`config.mk`:
```
export PLATFORM = sky130hd
export DESIGN_NAME = exc_ctrl_regs
export DESIGN_NICKNAME = d
export VERILOG_FILES = /design/src/rtl/exc_ctrl_pkg.sv /design/src/rtl/exc_event_decode.sv /design/src/rtl/exc_status_stack.sv /design/src/rtl/exc_next_pc.sv /design/src/rtl/exc_ctrl_regs.sv
export SDC_FILE = /design/constraint.sdc
export NUM_CORES = 1
export LEC_CHECK = 0
export CAP_MARGIN = 10
export CORE_UTILIZATION = 54
export CTS_BUF_LIST = sky130_fd_sc_hd__clkbuf_16
export CTS_CLUSTER_SIZE = 24
export DETAILED_ROUTE_END_ITERATION = 12
export DONT_BUFFER_PORTS = 1
export PLACE_DENSITY = 0.69
export SYNTH_ARGS = -nofsm -noshare
export SYNTH_HDL_FRONTEND = slang
export SYNTH_SLANG_ARGS = --single-unit
```
`constraint.sdc`:
```
create_clock -name clk -period 8.8 [get_ports clk]
set_clock_uncertainty 0.05 [all_clocks]
set_input_delay 2.64 -clock clk [delete_from_list [all_inputs] [get_ports clk]]
set_output_delay 2.64 -clock clk [all_outputs]
set_load 0.05 [all_outputs]
```
`src/rtl/exc_ctrl_pkg.sv`:
```
package exc_ctrl_pkg;

    localparam int XLEN     = 32;
    localparam int SEL_W    = 5;
    localparam int CODE_W   = 5;
    localparam int CODE_LSB = 2;
    localparam int MASK_LSB = 8;

    typedef enum logic [2:0] {
        EV_NONE    = 3'd0,
        EV_SYSCALL = 3'd1,
        EV_RSVD    = 3'd2,
        EV_EXTINT  = 3'd3,
        EV_ERET    = 3'd4
    } retire_ev_e;

    typedef struct packed {
        logic user;
        logic ie;
    } mode_pair_t;

    localparam mode_pair_t PAIR_KERNEL_OFF = '{user: 1'b0, ie: 1'b0};

    localparam logic [CODE_W-1:0] CODE_EXTINT  = 5'd0;
    localparam logic [CODE_W-1:0] CODE_SYSCALL = 5'd8;
    localparam logic [CODE_W-1:0] CODE_RSVD    = 5'd10;

    localparam logic [SEL_W-1:0] SEL_STATUS = 5'd12;
    localparam logic [SEL_W-1:0] SEL_CAUSE  = 5'd13;
    localparam logic [SEL_W-1:0] SEL_EPC    = 5'd14;

    function automatic retire_ev_e to_event(input logic [2:0] raw);
        case (raw)
            3'd1:    return EV_SYSCALL;
            3'd2:    return EV_RSVD;
            3'd3:    return EV_EXTINT;
            3'd4:    return EV_ERET;
            default: return EV_NONE;
        endcase
    endfunction

endpackage

```
`src/rtl/exc_event_decode.sv`:
```
module exc_event_decode
    import exc_ctrl_pkg::*;
(
    input  logic [2:0]        ev_raw,
    input  logic              cur_user,
    output logic              take_exc,
    output logic              do_pop,
    output logic [CODE_W-1:0] exc_code
);

    retire_ev_e ev;

    always_comb begin
        ev       = to_event(ev_raw);
        take_exc = 1'b0;
        do_pop   = 1'b0;
        exc_code = CODE_EXTINT;
        case (ev)
            EV_SYSCALL: begin
                take_exc = 1'b1;
                exc_code = CODE_SYSCALL;
            end
            EV_RSVD: begin
                take_exc = 1'b1;
                exc_code = CODE_RSVD;
            end
            EV_EXTINT: begin
                take_exc = 1'b1;
                exc_code = CODE_EXTINT;
            end
            EV_ERET: begin
                // a return is privileged: from user mode it faults
                if (cur_user) begin
                    take_exc = 1'b1;
                    exc_code = CODE_RSVD;
                end else begin
                    do_pop = 1'b1;
                end
            end
            default: ;
        endcase
    end

endmodule

```
`src/rtl/exc_status_stack.sv`:
```
module exc_status_stack
    import exc_ctrl_pkg::*;
#(
    parameter int DEPTH  = 3,
    parameter int MASK_W = 8
) (
    input  logic            clk,
    input  logic            rst,
    input  logic            push,
    input  logic            pop,
    input  logic            sw_we,
    input  logic [XLEN-1:0] sw_data,
    output logic [XLEN-1:0] status_word,
    output mode_pair_t      cur_pair
);

    localparam int PAIR_BITS = 2 * DEPTH;

    mode_pair_t              stack_q [DEPTH];
    logic       [MASK_W-1:0] mask_q;

    always_ff @(posedge clk) begin
        if (rst) begin
            for (int i = 0; i < DEPTH; i++) stack_q[i] <= PAIR_KERNEL_OFF;
            mask_q <= '0;
        end else if (push) begin
            stack_q[0] <= PAIR_KERNEL_OFF;
            for (int i = 1; i < DEPTH; i++) stack_q[i] <= stack_q[i-1];
        end else if (pop) begin
            for (int i = 0; i < DEPTH - 1; i++) stack_q[i] <= stack_q[i+1];
            stack_q[DEPTH-1] <= stack_q[DEPTH-1];
        end else if (sw_we) begin
            for (int i = 0; i < DEPTH; i++) stack_q[i] <= mode_pair_t'(sw_data[2*i +: 2]);
            mask_q <= sw_data[MASK_LSB +: MASK_W];
        end
    end

    logic [PAIR_BITS-1:0] pairs_flat;

    for (genvar g = 0; g < DEPTH; g++) begin : g_pack
        assign pairs_flat[2*g +: 2] = stack_q[g];
    end

    always_comb begin
        status_word                      = '0;
        status_word[PAIR_BITS-1:0]       = pairs_flat;
        status_word[MASK_LSB +: MASK_W]  = mask_q;
    end

    assign cur_pair = stack_q[0];

endmodule

```
`src/rtl/exc_next_pc.sv`:
```
module exc_next_pc
    import exc_ctrl_pkg::*;
#(
    parameter logic [XLEN-1:0] HANDLER_PC = 32'h8000_0080
) (
    input  logic            take_exc,
    input  logic            do_pop,
    input  logic [XLEN-1:0] epc,
    input  logic [XLEN-1:0] ev_pc,
    input  logic            br_taken,
    input  logic [XLEN-1:0] br_target,
    output logic [XLEN-1:0] next_pc,
    output logic            redirect
);

    always_comb begin
        redirect = take_exc | do_pop;
        if (take_exc)      next_pc = HANDLER_PC;
        else if (do_pop)   next_pc = epc;
        else if (br_taken) next_pc = br_target;
        else               next_pc = ev_pc + XLEN'(4);
    end

endmodule

```
`src/rtl/exc_ctrl_regs.sv`:
```
module exc_ctrl_regs
    import exc_ctrl_pkg::*;
#(
    parameter logic [31:0] HANDLER_PC = 32'h8000_0080,
    parameter int          DEPTH      = 3,
    parameter int          MASK_W     = 8
) (
    input  logic        clk,
    input  logic        rst,
    input  logic [2:0]  ev_kind,
    input  logic [31:0] ev_pc,
    input  logic        br_taken,
    input  logic [31:0] br_target,
    input  logic        sw_wr_en,
    input  logic [4:0]  sw_wr_sel,
    input  logic [31:0] sw_wr_data,
    input  logic [4:0]  sw_rd_sel,
    output logic [31:0] sw_rd_data,
    output logic [31:0] next_pc,
    output logic        redirect,
    output logic        kernel_mode,
    output logic        irq_enable
);

    logic              take_exc;
    logic              do_pop;
    logic [CODE_W-1:0] exc_code;
    logic [CODE_W-1:0] cause_q;
    logic [XLEN-1:0]   epc_q;
    logic [XLEN-1:0]   status_word;
    logic [XLEN-1:0]   cause_word;
    mode_pair_t        cur_pair;

    wire wr_status = sw_wr_en && (sw_wr_sel == SEL_STATUS);
    wire wr_cause  = sw_wr_en && (sw_wr_sel == SEL_CAUSE);
    wire wr_epc    = sw_wr_en && (sw_wr_sel == SEL_EPC);

    exc_event_decode u_decode (
        .ev_raw   (ev_kind),
        .cur_user (cur_pair.user),
        .take_exc (take_exc),
        .do_pop   (do_pop),
        .exc_code (exc_code)
    );

    exc_status_stack #(
        .DEPTH  (DEPTH),
        .MASK_W (MASK_W)
    ) u_status (
        .clk         (clk),
        .rst         (rst),
        .push        (take_exc),
        .pop         (do_pop),
        .sw_we       (wr_status),
        .sw_data     (sw_wr_data),
        .status_word (status_word),
        .cur_pair    (cur_pair)
    );

    exc_next_pc #(
        .HANDLER_PC (HANDLER_PC)
    ) u_npc (
        .take_exc  (take_exc),
        .do_pop    (do_pop),
        .epc       (epc_q),
        .ev_pc     (ev_pc),
        .br_taken  (br_taken),
        .br_target (br_target),
        .next_pc   (next_pc),
        .redirect  (redirect)
    );

    // hardware update takes precedence over a software write
    always_ff @(posedge clk) begin
        if (rst) begin
            cause_q <= '0;
            epc_q   <= '0;
        end else if (take_exc) begin
            cause_q <= exc_code;
            epc_q   <= ev_pc;
        end else begin
            if (wr_cause) cause_q <= sw_wr_data[CODE_LSB +: CODE_W];
            if (wr_epc)   epc_q   <= sw_wr_data;
        end
    end

    always_comb begin
        cause_word                      = '0;
        cause_word[CODE_LSB +: CODE_W]  = cause_q;
    end

    always_comb begin
        case (sw_rd_sel)
            SEL_STATUS: sw_rd_data = status_word;
            SEL_CAUSE:  sw_rd_data = cause_word;
            SEL_EPC:    sw_rd_data = epc_q;
            default:    sw_rd_data = '0;
        endcase
    end

    assign kernel_mode = ~cur_pair.user;
    assign irq_enable  = cur_pair.ie;

endmodule

```
==> flow_metrics.tcl <==
set metrics [dict create \
    async_set_or_reset_register_ratio_after_synthesis_pct 0 \
    post-dp-hpwl_um 8740 \
    cts-htree-levels 2 \
    globalplace.congestion 0.872 \
    cts_tree "done" \
    cts_num_sinks 51 \
    drt-total-wl_um 12200 \
    areaGrowthSynthToFinish_pct 9.61 \
    slew_headroom_pct 31.5 \
    detailroute.via_count 3816 \
    proportion_of_power_drawn_by_flip_flops_and_latches_pct 42.3 \
    detailedRoute.firstIterationViolations 242 \
    drc_errors_left 0 \
    clock_transition_at_path_regs_ps 70 \
    design.die.area_mm2 0.00755 \
    power_per_cell_area_mw_per_mm2 147 \
    switching_share_pct 34.7 \
    synth_fp_nets 596 \
    timing.rr.start "u_status.stack_q[0][1]$_DFFE_PP_" \
    cts_root_buffer "clkbuf_16" \
    arrival_ps 4620 \
    totalNegativeSetupSlack_ps 0 \
    globalRouteTotalUtil_pct 31.8 \
    portBuffers 0 \
    start_kind "primary input" \
    internal_power_uw 409 \
    critPathKind "in -> out" \
    finalSetupViolCount 0 \
    place_ws_ps 1520 \
    synth_ff_type "dfxtp_1" \
    critPathRequiredTime_ps 6110 \
    largest_net_degree_at_the_start_of_global_routing 52 \
    synth_cell_types 56 \
    avg_vias_per_cell 6.59 \
    start_util_pct 56.7 \
    ir_worst_vdd_uv 114 \
    min_from "u_status.mask_q[7]$_SDFFE_PP0P_" \
    initial_antenna_violation_count 0 \
    worst-slew-pin-transition_ps 1020 \
    timing.reg2reg.worst_path_depth 7 \
    final_hold_viol_count 0 \
    crit_start "ev_pc[11]" \
    io-pin-count 180 \
    yosys_register_bits 51 \
    floorplan.rows 30 \
    timing.critical_path.fanout_max 14 \
    leakage_power_nw 1.47 \
    hold-path-cell-count 2 \
    final-instance-count-excl-fill 579 \
    synth.avg_cell_area_um2 8.08 \
    endpoint_kind "primary output" \
    cts-buffers-inserted 5 \
    clock_insertion_delay_worst_skew_ps 280 \
    timing.final.crit_share_pct 83.1 \
    final.min_clock_period_ps 7310 \
    hold_path.class "reg -> reg" \
    chipWidth_um 86.9 \
    synth-seq-area-share_pct 27.8 \
    total_power_uw 626 \
    grt_first_pass_wirelength_um 18600 \
    nFillCells 636 \
    core_area_mm2 0.00687 \
    post_cts.repair.setup_buffers 0 \
    finalNetCount 596 \
    placed_cells_incl_taps 571 \
    synth.cell_area_mm2 0.00389 \
    power.clock.fraction_pct 29.9 \
    fin_util_pct 62.1 \
    postSynthCellCount 482 \
    first_pass_iters 5 \
    max-cap-violations 0 \
    gr-total-overflow 0 \
    grt_pass1_vias 3608 \
    outcome "finished clean" \
    achievable-frequency_mhz 137 \
    cts_repair_resizes 0 \
    combPwrFrac_pct 27.8 \
    routedWlPerCell_um 21.1 \
    setup_ws_ps 1490 \
    slew_limit_fails 0 \
    insertedDiodeCount 0 \
    number_of_flops_mapped_to_enable_cells_by_yosys 6 \
    power_switching_uw 218 \
    rsz0062_at_grt "false" \
    dieHeight_um 86.9 \
    post_cts_hold_buffer_count 0 \
    yosysWarningCount 0 \
    cts.path.max_buffers 2 \
    route.antenna.remaining_nets 0 \
    drive_gt1_share_pct 12.8 \
]
==> power by group through the flow <==
stage / clock network, mW / registers [mW] / logic [mW]
floorplan: 0 / 0.265 / 0.141
global placement: 0 / 0.269 / 0.171
detailed placement: 0 / 0.270 / 0.174
CTS: 0.189 / 0.265 / 0.174
global route: 0.198 / 0.267 / 0.185
finish: 0.187 / 0.265 / 0.174
==> flip-flops by register name (all words and copies together), names as in the netlist <==
register	flops
epc_q	32
u_status.mask_q	8
u_status.stack_q	6
cause_q	5
==> per-layer routing <==
metal	up-vias	global-route usage, %	wire, um	part of all wire [%]
li1	1762	-	-	-
met1	1853	43.0	5240	43
met2	195	52.6	5760	47
met3	6	6.82	1150	9.4
met4	0	5.61	87	0.71
met5	-	0	0	0
==> placed cells by master (no fill, tap or decap), types with 6 or more instances in the layout <==
master	netlist	routed
a32oi_1	13	13
nor2_1	70	70
a211oi_1	34	34
nand2_1	29	29
o31ai_2	0	8
nand4_1	12	12
nand3_1	9	9
inv_1	7	8
mux2i_1	62	61
a21oi_1	6	6
dfxtp_1	45	45
and3_1	7	6
a22o_1	6	6
buf_4	3	31
o21ai_1	10	19
xor2_1	24	24
nor3_1	8	8
and2_1	19	19
o21ai_0	27	18
edfxtp_1	6	6
==> cell type report <==
class                   count  area [um^2]  share of cell area [%]
clock inverters             3         11.3                   0.264
multi-input cells         385         2670                    62.5
well taps                  96          120                    2.82
inverters                   8         30.0                   0.704
clock buffers               5          125                    2.93
repair buffers             31          233                    5.45
flip-flops and latches     51         1080                    25.3
==> cells by family after synthesis <==
group	after synthesis	synth area share (%)
compound gates	114	20.1
simple gates	180	24.3
fa+ha+maj	1	0.321
flops	51	27.8
buf+inv	46	5.21
xor+xnor	27	6.08
mux	63	16.2
==> worst paths after layout <==
kind	end	slack, ps
setup / recovery	next_pc[31]	1490
hold / removal	u_status.mask_q[7]$_SDFFE_PP0P_	450
setup reg to reg	u_status.stack_q[0][5]$_DFFE_PP_	6070
hold reg to reg	u_status.mask_q[7]$_SDFFE_PP0P_	450
==> critical path: stages <==
cell and delay, ps:
nand3_4 80, nor4_4 670, nand4_1 220, xor2_1 210
o311ai_2 790
==> Yosys cell counts, drive strengths merged, types with 2 or more instances <==
cell type / count / area (um^2)
and3: 7 / 43.8
nand2: 29 / 109
mux2i: 62 / 621
a22oi: 2 / 15.0
xor2: 24 / 210
nor3b: 2 / 20.0
buf: 15 / 85.1
o21ai: 37 / 185
inv: 8 / 30.0
clkbuf: 23 / 87.6
dfxtp: 45 / 901
edfxtp: 6 / 180
a32oi: 13 / 114
or3: 3 / 18.8
a21oi: 6 / 30.0
nor2b: 2 / 12.5
a221oi: 2 / 23.8
a211oi: 34 / 255
nor2: 74 / 302
nand4: 13 / 96.3
and4: 3 / 26.3
nor3: 9 / 56.3
and2: 19 / 119
xnor2: 3 / 26.3
nor4: 3 / 33.8
nand3: 11 / 72.6
o31ai: 8 / 60.1
a22o: 6 / 52.6
==> metrics by stage <==
| step | area, um^2 | hold WS, ps |
|---|---|---|
| detailed placement | 4130 | 433 |
| global route | 4270 | 475 |
| finish | 4270 | 452 |
| global placement | 4130 | 422 |
| CTS | 4270 | 448 |
| floorplan | 3890 | 410 |
Power figures use the tool's default switching activity.
